==> config.mk <==
export PLATFORM = sky130hd
export DESIGN_NAME = phy_irq_status
export DESIGN_NICKNAME = d
export VERILOG_FILES = /design/src/rtl/phy_irq_pkg.sv /design/src/rtl/phy_latch_low.sv /design/src/rtl/phy_irq_bank.sv /design/src/rtl/phy_irq_pin.sv /design/src/rtl/phy_irq_status.sv
export SDC_FILE = /design/constraint.sdc
export NUM_CORES = 1
export LEC_CHECK = 0
export BUFFER_PORTS_ARGS = -buffer_cell sky130_fd_sc_hd__buf_2
export CAP_MARGIN = 5
export CORE_ASPECT_RATIO = 1.2
export CORE_MARGIN = 2
export CORE_UTILIZATION = 25
export DETAILED_ROUTE_END_ITERATION = 6
export GPL_TIMING_DRIVEN = 0
export PLACE_DENSITY = 0.55
export SYNTH_ARGS = -nofsm -noshare
export SYNTH_HDL_FRONTEND = slang
export SYNTH_SLANG_ARGS = --single-unit
==> constraint.sdc <==
create_clock -name clk -period 1.55 [get_ports clk]
set_input_delay 0.155 -clock clk [delete_from_list [all_inputs] [get_ports clk]]
set_output_delay 0.155 -clock clk [all_outputs]
set_load 0.03 [all_outputs]
==> src/rtl/phy_irq_pkg.sv <==
// Shared constants for the PHY interrupt and latched-status controller.
// Assumes a 9-bit register address space; wider ports zero-extend.
package phy_irq_pkg;
    localparam int REG_W     = 16;
    localparam int BANK_W    = 8;
    localparam int NUM_BANKS = 3;
    localparam int MAP_AW    = 9;

    localparam logic [MAP_AW-1:0] ADR_BASIC = 9'h001;
    localparam logic [MAP_AW-1:0] ADR_PSTAT = 9'h010;
    localparam logic [MAP_AW-1:0] ADR_CFG   = 9'h011;
    localparam logic [MAP_AW-1:0] ADR_LIVE  = 9'h180;

    // Index 0 = first interrupt register (its read clears the pin flag).
    localparam logic [NUM_BANKS-1:0][MAP_AW-1:0] BANK_ADR  = {9'h018, 9'h013, 9'h012};
    localparam logic [NUM_BANKS-1:0][BANK_W-1:0] STAT_MASK = {8'hCF, 8'hCD, 8'hEC};
    localparam logic [NUM_BANKS-1:0][BANK_W-1:0] EN_MASK   = {8'hCF, 8'hCC, 8'hEC};
    localparam logic [NUM_BANKS-1:0][BANK_W-1:0] EN_RESET  = {8'h08, 8'h00, 8'h00};
endpackage

==> src/rtl/phy_latch_low.sv <==
// Latched-low status bits: each bit drops when its live input is low and
// stays low until a re-arm (a read of the owning register) reloads it from
// the live level. Assumes live inputs are synchronous to clk.
module phy_latch_low #(
    parameter int W = 1
) (
    input  logic         clk,
    input  logic         rst_n,
    input  logic [W-1:0] live_i,
    input  logic         rearm_i,
    output logic [W-1:0] lat_o
);
    logic [W-1:0] lat_q;

    // Hold each bit low after any low live sample until re-armed.
    always_ff @(posedge clk) begin
        if (!rst_n)       lat_q <= '0;
        else if (rearm_i) lat_q <= live_i;
        else              lat_q <= lat_q & live_i;
    end

    assign lat_o = lat_q;

    // without a re-arm, a low live sample forces the bit low next cycle.
    a_r1_low_sticks: assert property (@(posedge clk) disable iff (!rst_n)
        !rearm_i |=> (lat_o & ~$past(live_i)) == '0);
    // a re-arm reloads the bit from the live level.
    a_r2_rearm_loads: assert property (@(posedge clk) disable iff (!rst_n)
        rearm_i |=> lat_o == $past(live_i));
endmodule

==> src/rtl/phy_irq_bank.sv <==
// One interrupt register: a status byte set by event pulses and cleared on
// read, next to an enable byte written by software. Only bits in the masks
// exist; the rest stay zero. An event in the same cycle as the clearing read wins.
module phy_irq_bank #(
    parameter int         W         = 8,
    parameter logic [W-1:0] STAT_MSK = '1,
    parameter logic [W-1:0] EN_MSK   = '1,
    parameter logic [W-1:0] EN_RST   = '0
) (
    input  logic         clk,
    input  logic         rst_n,
    input  logic [W-1:0] evt_i,
    input  logic         rd_i,
    input  logic         wr_i,
    input  logic [W-1:0] wdata_i,
    output logic [W-1:0] stat_o,
    output logic [W-1:0] en_o,
    output logic         pend_o
);
    logic [W-1:0] stat_q;
    logic [W-1:0] en_q;
    logic [W-1:0] evt_m;

    assign evt_m = evt_i & STAT_MSK;

    // Status: clear on read, set by masked events (set has priority).
    always_ff @(posedge clk) begin
        if (!rst_n) stat_q <= '0;
        else        stat_q <= (rd_i ? '0 : stat_q) | evt_m;
    end

    // Enables: loaded from write data through the implemented-bit mask.
    always_ff @(posedge clk) begin
        if (!rst_n)    en_q <= EN_RST;
        else if (wr_i) en_q <= wdata_i & EN_MSK;
    end

    assign stat_o = stat_q;
    assign en_o   = en_q;
    assign pend_o = |(stat_q & en_q);

    // a read with no new event leaves the status byte empty.
    a_r4_read_clears: assert property (@(posedge clk) disable iff (!rst_n)
        (rd_i && evt_m == '0) |=> stat_o == '0);
    // every accepted event is visible next cycle, read or not.
    a_r5_event_wins: assert property (@(posedge clk) disable iff (!rst_n)
        (evt_m != '0) |=> (stat_o & $past(evt_m)) == $past(evt_m));
    // a write loads exactly the implemented enable bits.
    a_r6_enable_write: assert property (@(posedge clk) disable iff (!rst_n)
        wr_i |=> en_o == ($past(wdata_i) & EN_MSK));
endmodule

==> src/rtl/phy_irq_pin.sv <==
// Interrupt pin control: configuration fields (polarity, force, global
// enable), the registered pin and the pin-was-active flag. Assumes pend_i is
// the OR of all enabled pending status bits.
module phy_irq_pin (
    input  logic       clk,
    input  logic       rst_n,
    input  logic       cfg_wr_i,
    input  logic [2:0] cfg_wdata_i,   // {polarity, force, global enable}
    input  logic       pend_i,
    input  logic       flag_clr_i,
    output logic [2:0] cfg_o,
    output logic       flag_o,
    output logic       pin_o
);
    logic pol_q, frc_q, gie_q, flag_q, pin_q;
    logic active;

    assign active = frc_q | (gie_q & pend_i);

    // Configuration fields; polarity resets to active low.
    always_ff @(posedge clk) begin
        if (!rst_n) begin
            pol_q <= 1'b1;
            frc_q <= 1'b0;
            gie_q <= 1'b0;
        end else if (cfg_wr_i) begin
            pol_q <= cfg_wdata_i[2];
            frc_q <= cfg_wdata_i[1];
            gie_q <= cfg_wdata_i[0];
        end
    end

    // Pin level with polarity applied last; flag remembers any active cycle.
    always_ff @(posedge clk) begin
        if (!rst_n) begin
            pin_q  <= 1'b1;
            flag_q <= 1'b0;
        end else begin
            pin_q  <= pol_q ? ~active : active;
            flag_q <= active | (flag_q & ~flag_clr_i);
        end
    end

    assign cfg_o  = {pol_q, frc_q, gie_q};
    assign flag_o = flag_q;
    assign pin_o  = pin_q;

    // force drives the pin to its active level.
    a_r9_force_pin: assert property (@(posedge clk) disable iff (!rst_n)
        cfg_o[1] |=> pin_o == !$past(cfg_o[2]));
    // with nothing enabled and pending and no force, the pin is inactive.
    a_r9_idle_pin: assert property (@(posedge clk) disable iff (!rst_n)
        (!cfg_o[1] && !(cfg_o[0] && pend_i)) |=> pin_o == $past(cfg_o[2]));
    // a clearing read while inactive drops the flag.
    a_r10_flag_clear: assert property (@(posedge clk) disable iff (!rst_n)
        (flag_clr_i && !cfg_o[1] && !(cfg_o[0] && pend_i)) |=> !flag_o);
    // an active pin always leaves the flag set.
    a_r10_flag_set: assert property (@(posedge clk) disable iff (!rst_n)
        (cfg_o[1] || (cfg_o[0] && pend_i)) |=> flag_o);
endmodule

==> src/rtl/phy_irq_status.sv <==
// Top of the PHY interrupt and latched-status controller. Decodes the
// register port, hosts the latched-low status, the three interrupt banks
// and the pin logic, and registers the read word. Assumes read and write
// strobes are not raised in the same cycle.
module phy_irq_status
    import phy_irq_pkg::*;
#(
    parameter int ADDR_W = MAP_AW
) (
    input  logic              clk,
    input  logic              rst_n,
    input  logic [ADDR_W-1:0] reg_addr_i,
    input  logic              reg_rd_i,
    input  logic              reg_wr_i,
    input  logic [REG_W-1:0]  reg_wdata_i,
    output logic [REG_W-1:0]  reg_rdata_o,
    input  logic              link_up_i,
    input  logic              chan_ok_i,
    input  logic              dscr_lock_i,
    input  logic [BANK_W-1:0] evt_a_i,
    input  logic [BANK_W-1:0] evt_b_i,
    input  logic [BANK_W-1:0] evt_c_i,
    output logic              irq_pin_o
);
    logic hit_basic, hit_pstat, hit_cfg, hit_live;
    logic [NUM_BANKS-1:0] hit_bank, bank_pend;
    logic [BANK_W-1:0] evt_w  [NUM_BANKS];
    logic [BANK_W-1:0] stat_w [NUM_BANKS];
    logic [BANK_W-1:0] en_w   [NUM_BANKS];
    logic       link_lat;
    logic [1:0] pstat_lat;   // {channel good, descrambler locked}
    logic [2:0] cfg_w;
    logic       pin_flag;
    logic [REG_W-1:0] rd_word, rdata_q;

    assign hit_basic = reg_addr_i == ADDR_W'(ADR_BASIC);
    assign hit_pstat = reg_addr_i == ADDR_W'(ADR_PSTAT);
    assign hit_cfg   = reg_addr_i == ADDR_W'(ADR_CFG);
    assign hit_live  = reg_addr_i == ADDR_W'(ADR_LIVE);

    assign evt_w[0] = evt_a_i;
    assign evt_w[1] = evt_b_i;
    assign evt_w[2] = evt_c_i;

    phy_latch_low #(.W(1)) u_link_lat (
        .clk(clk), .rst_n(rst_n), .live_i(link_up_i),
        .rearm_i(reg_rd_i & hit_basic), .lat_o(link_lat)
    );

    phy_latch_low #(.W(2)) u_pstat_lat (
        .clk(clk), .rst_n(rst_n), .live_i({chan_ok_i, dscr_lock_i}),
        .rearm_i(reg_rd_i & hit_pstat), .lat_o(pstat_lat)
    );

    for (genvar b = 0; b < NUM_BANKS; b++) begin : g_bank
        assign hit_bank[b] = reg_addr_i == ADDR_W'(BANK_ADR[b]);
        phy_irq_bank #(
            .W(BANK_W), .STAT_MSK(STAT_MASK[b]), .EN_MSK(EN_MASK[b]), .EN_RST(EN_RESET[b])
        ) u_bank (
            .clk(clk), .rst_n(rst_n), .evt_i(evt_w[b]),
            .rd_i(reg_rd_i & hit_bank[b]), .wr_i(reg_wr_i & hit_bank[b]),
            .wdata_i(reg_wdata_i[BANK_W-1:0]),
            .stat_o(stat_w[b]), .en_o(en_w[b]), .pend_o(bank_pend[b])
        );
    end

    phy_irq_pin u_pin (
        .clk(clk), .rst_n(rst_n),
        .cfg_wr_i(reg_wr_i & hit_cfg), .cfg_wdata_i(reg_wdata_i[3:1]),
        .pend_i(|bank_pend), .flag_clr_i(reg_rd_i & hit_bank[0]),
        .cfg_o(cfg_w), .flag_o(pin_flag), .pin_o(irq_pin_o)
    );

    // Read multiplexer: assemble the addressed word, zero when unmapped.
    always_comb begin
        rd_word = '0;
        if (hit_basic) rd_word[2] = link_lat;
        if (hit_pstat) begin
            rd_word[10] = pstat_lat[1];
            rd_word[9]  = pstat_lat[0];
            rd_word[7]  = pin_flag;
            rd_word[0]  = link_up_i;
        end
        if (hit_cfg) rd_word[3:1] = cfg_w;
        if (hit_live) begin
            rd_word[12] = link_up_i;
            rd_word[2]  = dscr_lock_i;
        end
        for (int b = 0; b < NUM_BANKS; b++)
            if (hit_bank[b]) rd_word = {stat_w[b], en_w[b]};
    end

    // Read data register: captured on a read strobe, held otherwise.
    always_ff @(posedge clk) begin
        if (!rst_n)        rdata_q <= '0;
        else if (reg_rd_i) rdata_q <= rd_word;
    end

    assign reg_rdata_o = rdata_q;

    // without a read strobe the read word holds.
    a_r11_rdata_holds: assert property (@(posedge clk) disable iff (!rst_n)
        !reg_rd_i |=> $stable(reg_rdata_o));
endmodule

# Yosys cells after proc, flatten, opt, wreduce, memory -nomap -nowiden
# Index checks and enable logic that the tools add are counted.
# W data, S select, Z words.
dict set report word_totals {
  wordCells 61
  regBits 63
  input_bits 56
  output_inout_bits 17
}
dict set report classes {
  n_eq_ne 7
  n_mux 16
  n_bitwise 23
  n_reduce_logical 1
}
# operator n
set ops {}
lappend ops {{$mux W16} 3}
lappend ops {{$eq A9 B5 Y1 const B} 5}
lappend ops {{$and A8 B8 Y8} 3}
lappend ops {{$mux W8} 3}
lappend ops {{$or A8 B8 Y8} 3}
lappend ops {{$reduce_or A24 Y1} 1}
lappend ops {{$and A1 B1 Y1} 12}
lappend ops {{$eq A9 B1 Y1 const B} 1}
lappend ops {{$eq A9 B9 Y1 const B} 1}
lappend ops {{$mux W1} 7}
lappend ops {{$mux W2} 2}
lappend ops {{$mux W3} 1}
lappend ops {{$and A2 B2 Y2} 1}
lappend ops {{$not A1 Y1} 2}
lappend ops {{$or A1 B1 Y1} 2}

# Logic depth before layout (Yosys ltp)
dict set report depth {
  depth_word 7
  depth_mapped 5
  mapped_depth_nobuf 4
}

# Cells and area by module
# A second synthesis with hierarchy kept.
dict set report hier_totals {
  hier_cells 308
  hier_area_um2 2871.5
}
# mod n_inst cells_each seq_area_each_um2 area_per_inst_um2
set by_module_without_submodules {}
lappend by_module_without_submodules {phy_irq_status 1 153 320.3 1231.2}
lappend by_module_without_submodules {{phy_irq_bank at g_bank[2].u_bank} 1 47 240.2 495.5}
lappend by_module_without_submodules {{phy_irq_bank at g_bank[0].u_bank} 1 42 200.2 432.9}
lappend by_module_without_submodules {{phy_irq_bank at g_bank[1].u_bank} 1 40 180.2 405.4}
lappend by_module_without_submodules {phy_irq_pin 1 20 100.1 216.5}
lappend by_module_without_submodules {{phy_latch_low at u_pstat_lat} 1 4 40.0 60.1}
lappend by_module_without_submodules {{phy_latch_low at u_link_lat} 1 2 20.0 30.0}

# Worst setup path after synthesis
# OpenSTA, ideal clock, no wires.
dict set report synth_timing {
  path_type {input -> register}
  startpoint {input reg_addr_i[8]}
  endpoint {register rdata_q[2] (netlist: reg_rdata_o[2])}
  setup_ns 0.074
  arrival_time_ns 1.616
  n_path_buf 1
  setup_slack_ns -0.140
  stages 5
  required_time_ns 1.476
  cell_sequence {or4_1 -> buf_6 -> or3_1 -> a221o_1 -> a31oi_1}
}
dict set report synth_between {
  elab_chain_len 7
  word_cells_on_any_way 12
  cone_classes {6 x eq/ne; 6 x mux}
}
# item line
set synth_rtl {}
lappend synth_rtl {{from (decl)} phy_irq_status.sv:12} ;# input logic [ADDR_W-1:0] reg_addr_i,
lappend synth_rtl {{$eq A9 B1 Y1} phy_irq_status.sv:36} ;# assign hit_basic = reg_addr_i == ADDR_W'(ADR_BASIC);
lappend synth_rtl {{$mux W1} phy_irq_status.sv:77} ;# if (hit_basic) rd_word[2] = link_lat;
lappend synth_rtl {{$mux W3} phy_irq_status.sv:84} ;# if (hit_cfg) rd_word[3:1] = cfg_w;
lappend synth_rtl {{$mux W1} phy_irq_status.sv:85} ;# if (hit_live) begin
lappend synth_rtl {{$mux W16 (2 in series)} phy_irq_status.sv:90} ;# if (hit_bank[b]) rd_word = {stat_w[b], en_w[b]};
lappend synth_rtl {{$mux W16 *} phy_irq_status.sv:90}
lappend synth_rtl {{to (signal assigned)} phy_irq_status.sv:96} ;# else if (reg_rd_i) rdata_q <= rd_word;
lappend synth_rtl {{to (decl)} phy_irq_status.sv:34} ;# logic [REG_W-1:0] rd_word, rdata_q;
# Mark *: on every way between the ends. The rest lies on a longest branch, timed or not.
# A chain may end at the register's enable or synchronous reset.

# Final worst setup path
dict set report layout_timing {
  startpoint {input reg_addr_i[7]}
  endpoint {register g_bank[1].u_bank.en_q[7]}
}
dict set report layout_between {
  elab_chain_len 2
}
# item line
set layout_rtl {}
lappend layout_rtl {{$eq A9 B5 Y1} phy_irq_status.sv:56} ;# assign hit_bank[b] = reg_addr_i == ADDR_W'(BANK_ADR[b]);
lappend layout_rtl {{$and A1 B1 Y1} phy_irq_status.sv:61} ;# .rd_i(reg_rd_i & hit_bank[b]), .wr_i(reg_wr_i & hit_bank[b]),
lappend layout_rtl {{to (signal assigned)} phy_irq_bank.sv:35} ;# else if (wr_i) en_q <= wdata_i & EN_MSK;
lappend layout_rtl {{to (decl)} phy_irq_bank.sv:21} ;# logic [W-1:0] en_q;
# No other way between the ends.

==> qor.yml <==
status:
  outcome: "complete, no violations"
critical_path:
  cp_cell_sequence: "buf_6 -> or4_4 -> buf_12 -> buf_12 -> nor3b_4 -> buf_12 -> mux2i_1 -> nor2_1"
  start_kind: "input port"
  crit_type: "input port to register"
  worst_path_largest_cell_delay_ps: 540
  crit_path_top_delay_cell: "or4_4"
  path_common_cell: "buf_12"
  r2r_slack_ps: 90
  crit_fanout: 6
  end_kind: "register"
  crit_arrival_ps: 1680
  cp.required_ps: 1720
floorplanning:
  pin_count: 73
  start_util: 0.2546
  num_rows: 39
  dieArea_mm2: 0.01039
  core_mm2: 0.009418
  fp.dieW_um: 93.39
  dieHeight_um: 111.3
power_and_ir_drop:
  p_seq_frac: 0.485
  intPower_w: 0.002300
  power.density_mw_per_mm2: 933.6
  clockPowerShare: 0.427
  swShare: 0.2310
  power.leakage_nw: 1.285
  combPwrFrac: 0.088
  p_sw_w: 0.0006907
  ir_drop_mv: 0.4159
sta:
  skew_ps: 5.176
  fin_crit_sh: 0.9777
  min_period_ps: 1515
  setup_tns_ps: 0
  tightest_slew_ps: 546.2
  hold_slack_ps: 66.01
  drv_slew: 0
  finalHoldViolations: 0
  setup_viol: 0
  max_freq_mhz: 659.9
  relSlewSlack: 0.6351
  rsz0062_at_grt: "true"
final_layout:
  final_cell_mix: "54 x dfxtp_1, 52 x buf_2, 45 x nor2_1"
  final_common_cell: "dfxtp_1"
  nets: 382
  stdcell_area_mm2: 0.003203
  n_antenna_cell: 0
  drive_gt1_frac: 0.3119
  synthToLayoutAreaGrowth_pct: 33.61
detailed_routing:
  wl_per_cell_um: 16.12
  detail-route-antenna-nets: 0
  drt_iter0_drc: 132
  vias_per_cell: 4.920
  vias: 2214
  first_pass_iters: 4
  remaining_drc_errors: 0
  routed_wl_um: 7256
cts:
  clock-sinks: 54
  htreeDepth: 2
  clock_latency_ps: 290
  cts_made_buffers: 5
  cts_tree: "done"
  clockBufferDepth: 2
  cts-root-buf: "clkbuf_16"
  clk_pin_slew_ps: 70
  ctsHoldBuffers: 0
yosys:
  synth_cells: 257
  netlist_area_mm2: 0.002397
  synthArstFlopShare: 0
  synth-seq-cells: 54
  synth_cell_types: 48
  synth_ff_type: "dfxtp_1"
  yosys_warnings: 0
  synth-edff-count: 0
  ys_seq_area_frac: 0.4509
  syn_nets: 313
  synth.avg_cell_area_um2: 9.328
global_route:
  overflow: 0
  grt_pass1_wl_um: 11290
  antenna_found_initial: 0
  grt_max_degree: 18
  grtUsageTotal: 0.1402
  grt_pass1_vias: 2121
flow_run:
  drv_cap: 0
place:
  place_congestion: 0.8225
  placedInstanceArea_mm2: 0.002836
  numPortBuffers: 52
  hpwl_um: 5480
min_path:
  hold_path.class: "input port to register"
==> kinds of logic after synthesis <==
family,count (synthesis),synth area share
mux,28,0.1195
flops,54,0.4509
buf+inv,22,0.05532
compound gates,57,0.1665
simple gates,95,0.2062
other cells,1,0.001564
==> state kept, by name (all words and copies together) (netlist names), 2 cells and up <==
name / count
reg_rdata_o: 15
u_pstat_lat.lat_o: 2
g_bank.u_bank.stat_o: 16
g_bank.u_bank.en_o: 15
==> cells in the mapped netlist (4+ instances only) <==
master | number | share of area
a21oi_1 | 19 | 0.040
a22oi_1 | 9 | 0.028
a2bb2oi_1 | 6 | 0.022
a31oi_1 | 4 | 0.010
buf_6 | 4 | 0.019
dfxtp_1 | 54 | 0.45
inv_1 | 6 | 0.0094
mux2_2 | 5 | 0.023
mux2i_1 | 23 | 0.096
nand2_1 | 13 | 0.020
nand3_1 | 5 | 0.010
nand4_1 | 5 | 0.013
nor2_1 | 46 | 0.072
nor4_1 | 4 | 0.010
==> power groups by stage <==
stage | Clock [W] | Sequential (W) | Combinational, W
3_5_place_dp | 0 | 0.00148 | 0.000239
4_1_cts | 0.00130 | 0.00145 | 0.000247
6_report | 0.00128 | 0.00145 | 0.000264
3_3_place_gp | 0 | 0.00148 | 0.000235
5_1_grt | 0.00136 | 0.00145 | 0.000291
2_1_floorplan | 0 | 0.00147 | 0.000141
==> worst max-delay path, delay by kind of cell <==
kind,cells,cell delay [ps]
AND/OR/NAND/NOR,3,810
buffers and inverters,4,530
multiplexers,1,180
==> final cells by class <==
type / instances / area, um2
Multi-Input combinational cell: 181 / 1284
Timing Repair Buffer: 62 / 372.9
Tap cell: 123 / 153.9
Inverter: 8 / 30.03
Sequential cell: 54 / 1081
Clock buffer: 5 / 125.1
Buffer: 14 / 112.6
Fill cell: 980 / 6215
Clock inverter: 3 / 43.79
==> what timing repair did <==
item | 4_1_cts | 5_1_grt
resized for setup | 5 | 13
pin swaps | 2 | 5
endpoints found under the hold margin | 0 | 0
endpoints found under the setup margin | 29 | 31
buffers inserted | 4 | 6
==> final timing paths <==
path	cells past startpoint	from	to
worst max-delay path	8	reg_addr_i[7]	g_bank[1].u_bank.en_o[7]
worst min-delay path	3	evt_a_i[5]	g_bank[0].u_bank.stat_o[5]
worst max register to register	4	u_pin.frc_q	reg_rdata_o[2]
worst min register to register	2	reg_rdata_o[12]	reg_rdata_o[12]
==> stage by stage <==
stage / total power (W) / worst slack, ps / std cells / utilization
2_1_floorplan: 0.001607 / -58.10 / 257 / -
3_3_place_gp: 0.001714 / -709.8 / 432 / 0.3012
3_5_place_dp: 0.001719 / -683.4 / 432 / 0.3012
4_1_cts: 0.002999 / 0.7588 / 444 / 0.3259
5_1_grt: 0.003103 / -18.74 / 450 / 0.3401
6_report: 0.002990 / 34.60 / 450 / 0.3401
==> routing by layer <==
layer | global-route usage | vias to the layer above | part of all wire
li1 | - | 1075 | -
met3 | 0.02923 | 15 | 0.052
met5 | 0 | - | 0
met2 | 0.2388 | 64 | 0.51
met1 | 0.1695 | 1060 | 0.42
met4 | 0.05686 | 0 | 0.027
Power figures use the tool's default switching activity.
